File: src/rtl/mdio_pkg.sv
package mdio_pkg;

  localparam int FRAME_BITS = 64;
  localparam int PRE_BITS   = 32;
  localparam int HDR_BITS   = 14;
  localparam int TA_IDX     = PRE_BITS + HDR_BITS;
  localparam int DATA_IDX   = TA_IDX + 2;

  // status word bit positions (software decodes these)
  localparam int W_PHY_LSB  = 16;
  localparam int W_REG_LSB  = 21;
  localparam int W_OP_BIT   = 26;
  localparam int W_RDV_BIT  = 27;
  localparam int W_BUSY_BIT = 28;

  typedef struct packed {
    logic [4:0]  reg_a;
    logic [4:0]  phy;
    logic        rd;
    logic [15:0] data;
  } mdio_req_t;

  function automatic logic [FRAME_BITS-1:0] build_frame(mdio_req_t r);
    logic [1:0] op;
    logic [1:0] ta;
    op = r.rd ? 2'b10 : 2'b01;
    ta = r.rd ? 2'b11 : 2'b10;
    return {32'hFFFF_FFFF, 2'b01, op, r.phy, r.reg_a, ta,
            (r.rd ? 16'hFFFF : r.data)};
  endfunction

endpackage

File: src/rtl/mdio_clkgen.sv
module mdio_clkgen #(
  parameter int DIV_HALF = 2
) (
  input  logic clk,
  input  logic rst_n,
  output logic mdc,
  output logic rise_stb,
  output logic fall_stb
);
  localparam int CW = (DIV_HALF > 1) ? $clog2(DIV_HALF) : 1;

  logic [CW-1:0] cnt_q, cnt_d;
  logic          mdc_q, mdc_d;
  logic          tick;

  assign tick = (cnt_q == CW'(DIV_HALF - 1));

  always_comb begin
    cnt_d = tick ? '0 : cnt_q + 1'b1;
    mdc_d = tick ? ~mdc_q : mdc_q;
  end

  always_ff @(posedge clk or negedge rst_n) begin
    if (!rst_n) begin
      cnt_q <= '0;
      mdc_q <= 1'b0;
    end else begin
      cnt_q <= cnt_d;
      mdc_q <= mdc_d;
    end
  end

  assign mdc      = mdc_q;
  assign rise_stb = tick & ~mdc_q;
  assign fall_stb = tick &  mdc_q;

  p_rise_high_r8: assert property (@(posedge clk) disable iff (!rst_n)
    rise_stb |=> mdc);
  p_fall_low_r8: assert property (@(posedge clk) disable iff (!rst_n)
    fall_stb |=> !mdc);

endmodule

File: src/rtl/mdio_shifter.sv
module mdio_shifter
  import mdio_pkg::*;
(
  input  logic        clk,
  input  logic        rst_n,
  input  logic        rise_stb,
  input  logic        fall_stb,
  input  logic        start,
  input  mdio_req_t   req,
  input  logic        mdio_i,
  output logic        idle,
  output logic        done,
  output logic [15:0] rd_data,
  output logic        mdio_o,
  output logic        mdio_oe
);
  localparam int CNT_W = $clog2(FRAME_BITS + 1);

  logic                  act_q, act_d;
  logic [CNT_W-1:0]      cnt_q, cnt_d;
  logic [FRAME_BITS-1:0] sh_q, sh_d;
  logic                  rd_q, rd_d;
  logic [15:0]           rdsh_q, rdsh_d;
  logic                  mo_q, mo_d;
  logic                  oe_q, oe_d;
  logic                  done_q, done_d;

  always_comb begin
    act_d  = act_q;
    cnt_d  = cnt_q;
    sh_d   = sh_q;
    rd_d   = rd_q;
    rdsh_d = rdsh_q;
    mo_d   = mo_q;
    oe_d   = oe_q;
    done_d = 1'b0;
    if (start && !act_q) begin
      act_d  = 1'b1;
      cnt_d  = '0;
      sh_d   = build_frame(req);
      rd_d   = req.rd;
      rdsh_d = '0;
    end else if (act_q && fall_stb) begin
      if (cnt_q == CNT_W'(FRAME_BITS)) begin
        act_d  = 1'b0;
        oe_d   = 1'b0;
        mo_d   = 1'b1;
        done_d = 1'b1;
      end else begin
        mo_d  = sh_q[FRAME_BITS-1];
        sh_d  = {sh_q[FRAME_BITS-2:0], 1'b1};
        oe_d  = !rd_q || (cnt_q < CNT_W'(TA_IDX));
        cnt_d = cnt_q + 1'b1;
      end
    end else if (act_q && rise_stb && rd_q && (cnt_q > CNT_W'(DATA_IDX))) begin
      rdsh_d = {rdsh_q[14:0], mdio_i};
    end
  end

  always_ff @(posedge clk or negedge rst_n) begin
    if (!rst_n) begin
      act_q  <= 1'b0;
      cnt_q  <= '0;
      sh_q   <= '0;
      rd_q   <= 1'b0;
      rdsh_q <= '0;
      mo_q   <= 1'b1;
      oe_q   <= 1'b0;
      done_q <= 1'b0;
    end else begin
      act_q  <= act_d;
      cnt_q  <= cnt_d;
      sh_q   <= sh_d;
      rd_q   <= rd_d;
      rdsh_q <= rdsh_d;
      mo_q   <= mo_d;
      oe_q   <= oe_d;
      done_q <= done_d;
    end
  end

  assign idle    = !act_q;
  assign done    = done_q;
  assign rd_data = rdsh_q;
  assign mdio_o  = mo_q;
  assign mdio_oe = oe_q;

  // bus released once the turnaround of a read has begun
  p_ta_release_r5: assert property (@(posedge clk) disable iff (!rst_n)
    (act_q && rd_q && (cnt_q > CNT_W'(TA_IDX))) |-> !mdio_oe);
  p_done_idle_r3: assert property (@(posedge clk) disable iff (!rst_n)
    done |-> idle);
  p_oe_only_active_r5: assert property (@(posedge clk) disable iff (!rst_n)
    mdio_oe |-> !idle);

endmodule

File: src/rtl/mdio_poller.sv
module mdio_poller #(
  parameter int POLL_GAP = 200
) (
  input  logic        clk,
  input  logic        rst_n,
  input  logic        enable,
  input  logic        grant,
  input  logic        result_vld,
  input  logic [15:0] result,
  output logic        due,
  output logic        change
);
  localparam int TW = (POLL_GAP > 1) ? $clog2(POLL_GAP) : 1;

  logic [TW-1:0] tmr_q, tmr_d;
  logic          due_q, due_d;
  logic          wait_q, wait_d;
  logic          bvld_q, bvld_d;
  logic [15:0]   base_q, base_d;
  logic          chg_q, chg_d;

  always_comb begin
    tmr_d  = tmr_q;
    due_d  = due_q;
    wait_d = wait_q;
    bvld_d = bvld_q;
    base_d = base_q;
    chg_d  = 1'b0;
    if (!enable) begin
      tmr_d  = '0;
      due_d  = 1'b0;
      bvld_d = 1'b0;
    end else if (!due_q && !wait_q) begin
      if (tmr_q == TW'(POLL_GAP - 1)) begin
        tmr_d = '0;
        due_d = 1'b1;
      end else begin
        tmr_d = tmr_q + 1'b1;
      end
    end
    if (grant) begin
      due_d  = 1'b0;
      wait_d = 1'b1;
    end
    if (result_vld) begin
      wait_d = 1'b0;
      if (enable) begin
        chg_d  = bvld_q && (result != base_q);
        base_d = result;
        bvld_d = 1'b1;
      end
    end
  end

  always_ff @(posedge clk or negedge rst_n) begin
    if (!rst_n) begin
      tmr_q  <= '0;
      due_q  <= 1'b0;
      wait_q <= 1'b0;
      bvld_q <= 1'b0;
      base_q <= '0;
      chg_q  <= 1'b0;
    end else begin
      tmr_q  <= tmr_d;
      due_q  <= due_d;
      wait_q <= wait_d;
      bvld_q <= bvld_d;
      base_q <= base_d;
      chg_q  <= chg_d;
    end
  end

  assign due    = due_q;
  assign change = chg_q;

  p_change_after_result_r9: assert property (@(posedge clk) disable iff (!rst_n)
    change |-> $past(result_vld));
  p_grant_when_due_r9: assert property (@(posedge clk) disable iff (!rst_n)
    grant |-> due);

endmodule

File: src/rtl/mdio_cmd_engine.sv
module mdio_cmd_engine
  import mdio_pkg::*;
#(
  parameter int DIV_HALF = 2,
  parameter int POLL_GAP = 200
) (
  input  logic        clk,
  input  logic        rst_n,
  input  logic        cmd_wr,
  input  logic [31:0] cmd_wdata,
  output logic [31:0] cmd_rdata,
  output logic        done_pulse,
  input  logic        poll_en,
  input  logic [4:0]  poll_phy,
  output logic        phy_change,
  output logic        mdc,
  output logic        mdio_o,
  output logic        mdio_oe,
  input  logic        mdio_i
);
  localparam logic [4:0] STATUS_REG = 5'd1;

  // reset: asserted asynchronously, released on a clock edge
  logic [1:0] rsync_q;
  logic       rst_ni;
  always_ff @(posedge clk or negedge rst_n) begin
    if (!rst_n) rsync_q <= 2'b00;
    else        rsync_q <= {rsync_q[0], 1'b1};
  end
  assign rst_ni = rsync_q[1];

  logic        rise_stb, fall_stb;
  logic        shf_idle, shf_done;
  logic [15:0] shf_rd;
  logic        shf_start;
  mdio_req_t   shf_req;
  logic        poll_due, poll_grant, poll_rvld;

  mdio_req_t fld_q, fld_d;
  logic      rdv_q, rdv_d;
  logic      pend_q, pend_d;
  logic      cact_q, cact_d;
  logic      pact_q, pact_d;
  logic      done_q, done_d;
  logic      busy, accept, go_cpu, go_poll;
  logic      unused_hi;

  assign unused_hi = ^cmd_wdata[31:27];
  assign busy      = pend_q | cact_q;
  assign accept    = cmd_wr & ~busy;
  assign go_cpu    = shf_idle & pend_q;
  assign go_poll   = shf_idle & ~pend_q & poll_due;
  assign shf_start = go_cpu | go_poll;
  assign poll_grant = go_poll;
  assign poll_rvld  = shf_done & pact_q;

  always_comb begin
    if (go_cpu) shf_req = fld_q;
    else        shf_req = '{reg_a: STATUS_REG, phy: poll_phy, rd: 1'b1, data: 16'h0};
  end

  always_comb begin
    fld_d  = fld_q;
    rdv_d  = rdv_q;
    pend_d = pend_q;
    cact_d = cact_q;
    pact_d = pact_q;
    done_d = 1'b0;
    if (accept) begin
      fld_d.data  = cmd_wdata[15:0];
      fld_d.phy   = cmd_wdata[W_PHY_LSB +: 5];
      fld_d.reg_a = cmd_wdata[W_REG_LSB +: 5];
      fld_d.rd    = cmd_wdata[W_OP_BIT];
      rdv_d       = 1'b0;
      pend_d      = 1'b1;
    end
    if (go_cpu) begin
      pend_d = 1'b0;
      cact_d = 1'b1;
    end
    if (go_poll) pact_d = 1'b1;
    if (shf_done && cact_q) begin
      cact_d = 1'b0;
      done_d = 1'b1;
      if (fld_q.rd) begin
        fld_d.data = shf_rd;
        rdv_d      = 1'b1;
      end
    end
    if (shf_done && pact_q) pact_d = 1'b0;
  end

  always_ff @(posedge clk or negedge rst_ni) begin
    if (!rst_ni) begin
      fld_q  <= '0;
      rdv_q  <= 1'b0;
      pend_q <= 1'b0;
      cact_q <= 1'b0;
      pact_q <= 1'b0;
      done_q <= 1'b0;
    end else begin
      fld_q  <= fld_d;
      rdv_q  <= rdv_d;
      pend_q <= pend_d;
      cact_q <= cact_d;
      pact_q <= pact_d;
      done_q <= done_d;
    end
  end

  assign cmd_rdata  = {3'b000, busy, rdv_q, fld_q.rd, fld_q.reg_a, fld_q.phy, fld_q.data};
  assign done_pulse = done_q;

  mdio_clkgen #(.DIV_HALF(DIV_HALF)) u_clk (
    .clk(clk), .rst_n(rst_ni), .mdc(mdc), .rise_stb(rise_stb), .fall_stb(fall_stb)
  );

  mdio_shifter u_shf (
    .clk(clk), .rst_n(rst_ni), .rise_stb(rise_stb), .fall_stb(fall_stb),
    .start(shf_start), .req(shf_req), .mdio_i(mdio_i), .idle(shf_idle),
    .done(shf_done), .rd_data(shf_rd), .mdio_o(mdio_o), .mdio_oe(mdio_oe)
  );

  mdio_poller #(.POLL_GAP(POLL_GAP)) u_poll (
    .clk(clk), .rst_n(rst_ni), .enable(poll_en), .grant(poll_grant),
    .result_vld(poll_rvld), .result(shf_rd), .due(poll_due), .change(phy_change)
  );

  p_accept_busy_r3: assert property (@(posedge clk) disable iff (!rst_ni)
    accept |=> cmd_rdata[W_BUSY_BIT]);
  p_done_clears_busy_r3: assert property (@(posedge clk) disable iff (!rst_ni)
    done_pulse |-> !cmd_rdata[W_BUSY_BIT]);
  p_ignore_busy_r7: assert property (@(posedge clk) disable iff (!rst_ni)
    (cmd_wr && busy) |=> $stable(cmd_rdata[W_OP_BIT:W_PHY_LSB]));
  p_rdv_with_done_r6: assert property (@(posedge clk) disable iff (!rst_ni)
    $rose(cmd_rdata[W_RDV_BIT]) |-> done_pulse);
  p_mdio_on_fall_r8: assert property (@(posedge clk) disable iff (!rst_ni)
    !$stable(mdio_o) |-> !mdc);
  p_done_cpu_only_r11: assert property (@(posedge clk) disable iff (!rst_ni)
    done_pulse |-> $past(cact_q));
  p_cpu_first_r10: assert property (@(posedge clk) disable iff (!rst_ni)
    (shf_idle && pend_q) |=> !pact_q);

endmodule

File: config.mk
export PLATFORM = sky130hd
export DESIGN_NAME = mdio_cmd_engine
export DESIGN_NICKNAME = d
export VERILOG_FILES = /design/src/rtl/mdio_pkg.sv /design/src/rtl/mdio_clkgen.sv /design/src/rtl/mdio_shifter.sv /design/src/rtl/mdio_poller.sv /design/src/rtl/mdio_cmd_engine.sv
export SDC_FILE = /design/constraint.sdc
export NUM_CORES = 1
export LEC_CHECK = 0
export ABC_CLOCK_PERIOD_IN_PS = 5200
export CAP_MARGIN = 20
export CORE_AREA = 3 3 113 115
export DETAILED_ROUTE_END_ITERATION = 10
export DIE_AREA = 0 0 116 118
export PLACE_DENSITY = 0.81
export SETUP_SLACK_MARGIN = 0.1
export SLEW_MARGIN = 10
export SYNTH_ARGS = -nofsm -noshare
export SYNTH_HDL_FRONTEND = slang
export SYNTH_SLANG_ARGS = --single-unit
File: constraint.sdc
create_clock -name clk -period 5.2 [get_ports clk]
set_input_delay 1.04 -clock clk [delete_from_list [all_inputs] [get_ports clk]]
set_output_delay 1.04 -clock clk [all_outputs]
set_load 0.05 [all_outputs]
Yosys cells after proc, flatten, opt, wreduce, memory -nomap -nowiden
Cells that the tools add are included.
{ "word_totals": {"latch_bits": 0, "rom_bits": 0, "mem_count": 0, "register_bits": 156, "word_cells": 127, "output_inout_bits": 37, "mem_bits_rw": 0} }
{ "classes": {"n_addsub": 3, "eq_ne": 8, "muxes": 48, "bitwise_logic": 13, "multipliers": 0, "n_lt_le_gt_ge": 2, "div_mod_pow": 0, "shift": 0, "reduce_logical": 27} }
{ "op_table": {"columns": ["op", "count"], "rows": [
  ["$mux 64", 3],
  ["$mux 16", 7],
  ["$mux 1", 30],
  ["$mux 27", 1],
  ["$mux 8", 3],
  ["$mux 7", 3],
  ["$ne 16x16->1", 1],
  ["$reduce_bool 2->1", 7],
  ["$reduce_and 2->1", 6],
  ["$logic_and 1x1->1", 9],
  ["$add 8x1->8 const B", 1],
  ["$eq 8x8->1 const B", 1],
  ["$add 7x1->7 const B", 1],
  ["$and 1x1->1", 7],
  ["$eq 7x7->1 const B", 1],
  ["$gt 7x6->1 const B", 1],
  ["$lt 7x6->1 const B", 1],
  ["$ne 2x1->1 const B", 3],
  ["$ne 3x1->1 const B", 2],
  ["$logic_not 1->1", 4],
  ["$not 1->1", 4],
  ["$mux 2", 1],
  ["$or 1x1->1", 2],
  ["$add 1x1->1 const B", 1],
  ["$logic_or 1x1->1", 1]
]} }

Depth between registers and ports, before layout
{ "depth": {"depth_word": 8, "mapped_depth": 8} }

By module
From an unflattened synthesis, not the netlist that was laid out.
{ "unflattened": {"hier_cells": 759, "hier_area_um2": 7643.6} }
{ "modules_own_cells": {"columns": ["module", "area_per_inst_um2", "cells_each", "seq_area_each_um2", "n_inst"], "rows": [
  ["mdio_shifter", 4526.8, 447, 2303.5, 1],
  ["mdio_cmd_engine", 1684.1, 196, 850.8, 1],
  ["mdio_poller", 1353.8, 110, 700.7, 1],
  ["mdio_clkgen", 78.8, 6, 50.0, 1]
]} }

Worst setup path before layout
Ideal clock, no wire load.
{ "synth_path": {"kind": "input -> register", "from": "input port poll_en", "to": "register u_poll.base_q[0]", "stages": 4, "setup_time_ns": 0.125, "path_slack_ns": 3.081, "t_required_ns": 5.075, "arrival_time_ns": 1.995, "path_cell_list": "clkbuf_1 nand3_1 clkbuf_1 mux2_2"} }
{ "synth_between": {"elab_chain_cells": 1} }
{ "synth_rtl": {"columns": ["item", "line", "text"], "rows": [
  ["start, declared", "mdio_cmd_engine.sv:13", "input logic poll_en,"],
  ["$reduce_and 2->1 (no line)", null, null],
  ["end signal, assigned", "mdio_poller.sv:68", "base_q <= base_d;"],
  ["end, declared", "mdio_poller.sv:19", "logic [15:0] base_q, base_d;"]
]} }
No other way between the ends.
A chain may end at the register's enable or synchronous reset.

Worst setup path after layout
{ "layout_path": {"from": "register pend_q", "to": "output port cmd_rdata[28]"} }
{ "layout_between": {"elab_chain_cells": 1} }
{ "layout_rtl": {"columns": ["item", "line", "text"], "rows": [
  ["start, declared", "mdio_cmd_engine.sv:41", "logic pend_q, pend_d;"],
  ["start signal, assigned", "mdio_cmd_engine.sv:104", "pend_q <= pend_d;"],
  ["$or 1x1->1", "mdio_cmd_engine.sv:49", "assign busy = pend_q | cact_q;"],
  ["end, declared", "mdio_cmd_engine.sv:11", "output logic [31:0] cmd_rdata,"]
]} }
No other way between the ends.

==> flow_summary.json <==
{
  "drc_errors": 0,
  "synthTopCellsByArea": "dfrtp_1, o22a_1, mux2_2",
  "drt_pass1_iterations": 5,
  "yosys_warnings": 0,
  "crit_chain": "or2_2 -> clkdlybuf4s50_1",
  "powerDensity_nw_per_um2": 337,
  "yosys-top-cells-count": "dfrtp_1, nand2_1, nand3_1",
  "critPathMaxStageDelay_ps": 710,
  "cp.required_ps": 4160,
  "period_needed_ps": 3020,
  "crit_slowest_cell": "clkdlybuf4s50_1",
  "start_util": 0.556,
  "wire_per_inst_um": 17.9,
  "async_reset_ff_frac": 1.00,
  "period_share": 0.581,
  "cts-root-buf": "clkbuf_16",
  "clockBufferDepth": 2,
  "fin_cells": 802,
  "ios": 79,
  "grt_overflow": 0,
  "dp_cells": 768,
  "relSlewSlack": 0.330,
  "critPathLaunchType": "flip-flop",
  "cts_buffers": 17,
  "synth_top_area_cell": "dfrtp_1",
  "hold_viol": 0,
  "drt_wl_total_mm": 14.3,
  "regToRegSetupSlack_ps": 2350,
  "status": "finished, final reports clean",
  "ys_seq_elements": 155,
  "antenna_found_initial": 0,
  "nNetsFinal": 687,
  "core_um2": 11900,
  "cp_max_fo": 8,
  "postSynthAreaPerCell_um2": 11.2,
  "critical-path-top-delay-family": "buffers and inverters",
  "drt_iter0_markers": 411,
  "cts_tree": "done",
  "drtAntennaViolNets": 0,
  "insertion_delay_ps": 430,
  "clock_skew_ps": 8.28,
  "antennaDiodeCount": 0,
  "place.gp.congestion": 0.796,
  "cp_num_buf_inv": 1,
  "p_leak_nw": 3.45,
  "die_area_um2": 13700,
  "path_class": "reg2out",
  "die_w_um": 116,
  "grt_max_degree": 82,
  "p_total_mw": 2.70,
  "synth.distinct_cells": 48,
  "htree_num_levels": 4,
  "setup-violations-final": 0,
  "vias": 4790,
  "cp-end-kind": "output port",
  "setup_tns_ps": 0,
  "tightest_slew_ps": 1000,
  "irDropWorstVdd_mv": 0.198,
  "syn-cell-area_um2": 6620,
  "drv_cap": 0,
  "postCtsHoldBufs": 0,
  "io_buffers": 70,
  "synth_top_area_frac": 0.582,
  "synth.most_common_cell": "dfrtp_1",
  "ys_seq_area_frac": 0.586,
  "synth-edff-count": 0,
  "drive_gt1_frac": 0.110,
  "viasPerCell": 5.97,
  "clkTransAtPathRegs_ps": 60,
  "cts_setup_buffers": 0,
  "arrival_ps": 1980,
  "die_h_um": 118,
  "first_global_vias": 4950,
  "cts_sinks": 155,
  "cts_resized": 0,
  "core.rowCount": 40,
  "synth_cells": 589,
  "area.growth.synth_to_final_pct": 20.8,
  "synth_ff_type": "dfrtp_1",
  "fmaxAchievable_mhz": 331,
  "drv_slew": 0,
  "hpwlAfterDp_mm": 8.99,
  "hp-class": "reg2async",
  "grt_pass1_wl_mm": 24.1,
  "track_usage": 0.222,
  "rsz0062_at_grt": "no"
}
-- through the flow --
step,cell area (um2),worst slack (ps),hold slack (ps),util
6_report,8000,2180,258,0.672
5_1_grt,8000,2100,282,0.672
4_1_cts,7960,2160,357,0.668
3_5_place_dp,7350,2170,344,0.617
3_3_place_gp,7350,2240,341,0.617
2_1_floorplan,6630,563,331,-
-- final cells by class --
cell class / instances / area [um2]
repair buffers: 77 / 781
fillers: 882 / 3910
clock buffers: 24 / 492
multi-input cells: 378 / 2500
well taps: 147 / 184
flip-flops and latches: 155 / 3880
clock inverters: 8 / 115
inverters: 13 / 48.8
-- path summary, 6_finish.rpt --
path / end / depth (start not counted) / startpoint
worst min-delay path: u_shf.sh_q[56] / 1 / rsync_q[1]
worst min register to register: u_shf.sh_q[56] / 1 / rsync_q[1]
worst max-delay path: cmd_rdata[28] / 2 / pend_q
min in group clk: rsync_q[1] / 0 / rsync_q[0]
worst max register to register: u_shf.rd_data[2] / 4 / u_shf.act_q
max in group asynchronous: cmd_rdata[6] / 1 / rsync_q[1]
-- flip-flops by register name, summed over array words and instances, names as in the netlist, 2 cells and up --
| signal | flops |
|---|---|
| u_shf.cnt_q | 7 |
| u_shf.rd_data | 16 |
| u_shf.sh_q | 64 |
| rsync_q | 2 |
| cmd_rdata | 27 |
| u_poll.base_q | 16 |
| u_poll.tmr_q | 8 |
-- logic make-up after synthesis --
family / count (synthesis) / synth area share
AO/OA/AOI/OAI: 145 / 0.151
XOR/XNOR: 24 / 0.0317
adder cells (fa/ha/maj): 3 / 0.00567
buffers and inverters: 58 / 0.0402
flip-flops: 155 / 0.586
multiplexers: 42 / 0.0680
other: 2 / 0.00113
AND/OR/NAND/NOR: 160 / 0.117
-- layout by cell type, fill, tap and decap left out, types with 9 or more instances in the layout --
| cell | n |
|---|---|
| inv_1 | 13 |
| o22a_1 | 35 |
| nor2_1 | 14 |
| xnor2_1 | 19 |
| nand2_1 | 66 |
| clkdlybuf4s50_1 | 70 |
| clkbuf_16 | 17 |
| nand3_1 | 42 |
| mux2i_1 | 18 |
| o21ai_0 | 39 |
| o22ai_1 | 15 |
| mux2_2 | 24 |
| o21ai_1 | 22 |
| nand4_1 | 9 |
| dfrtp_1 | 153 |
-- metal layers --
| metal | wire length (um) | vias to the layer above | GRT usage |
|---|---|---|---|
| li1 | - | 2198 | - |
| met1 | 6190 | 2391 | 0.302 |
| met2 | 6860 | 174 | 0.331 |
| met5 | 0 | - | 0 |
| met4 | 337 | 0 | 0.109 |
| met3 | 955 | 27 | 0.0576 |
-- power by group --
group	internal, mW	leakage [nW]	switching, mW	total (mW)
Combinational	0.0713	1.31	0.0810	0.152
Sequential	1.24	1.84	0.0423	1.28
Clock	0.801	0.304	0.462	1.26
Total	2.11	3.45	0.585	2.70
Note: power is estimated with default switching activity, not from simulation.
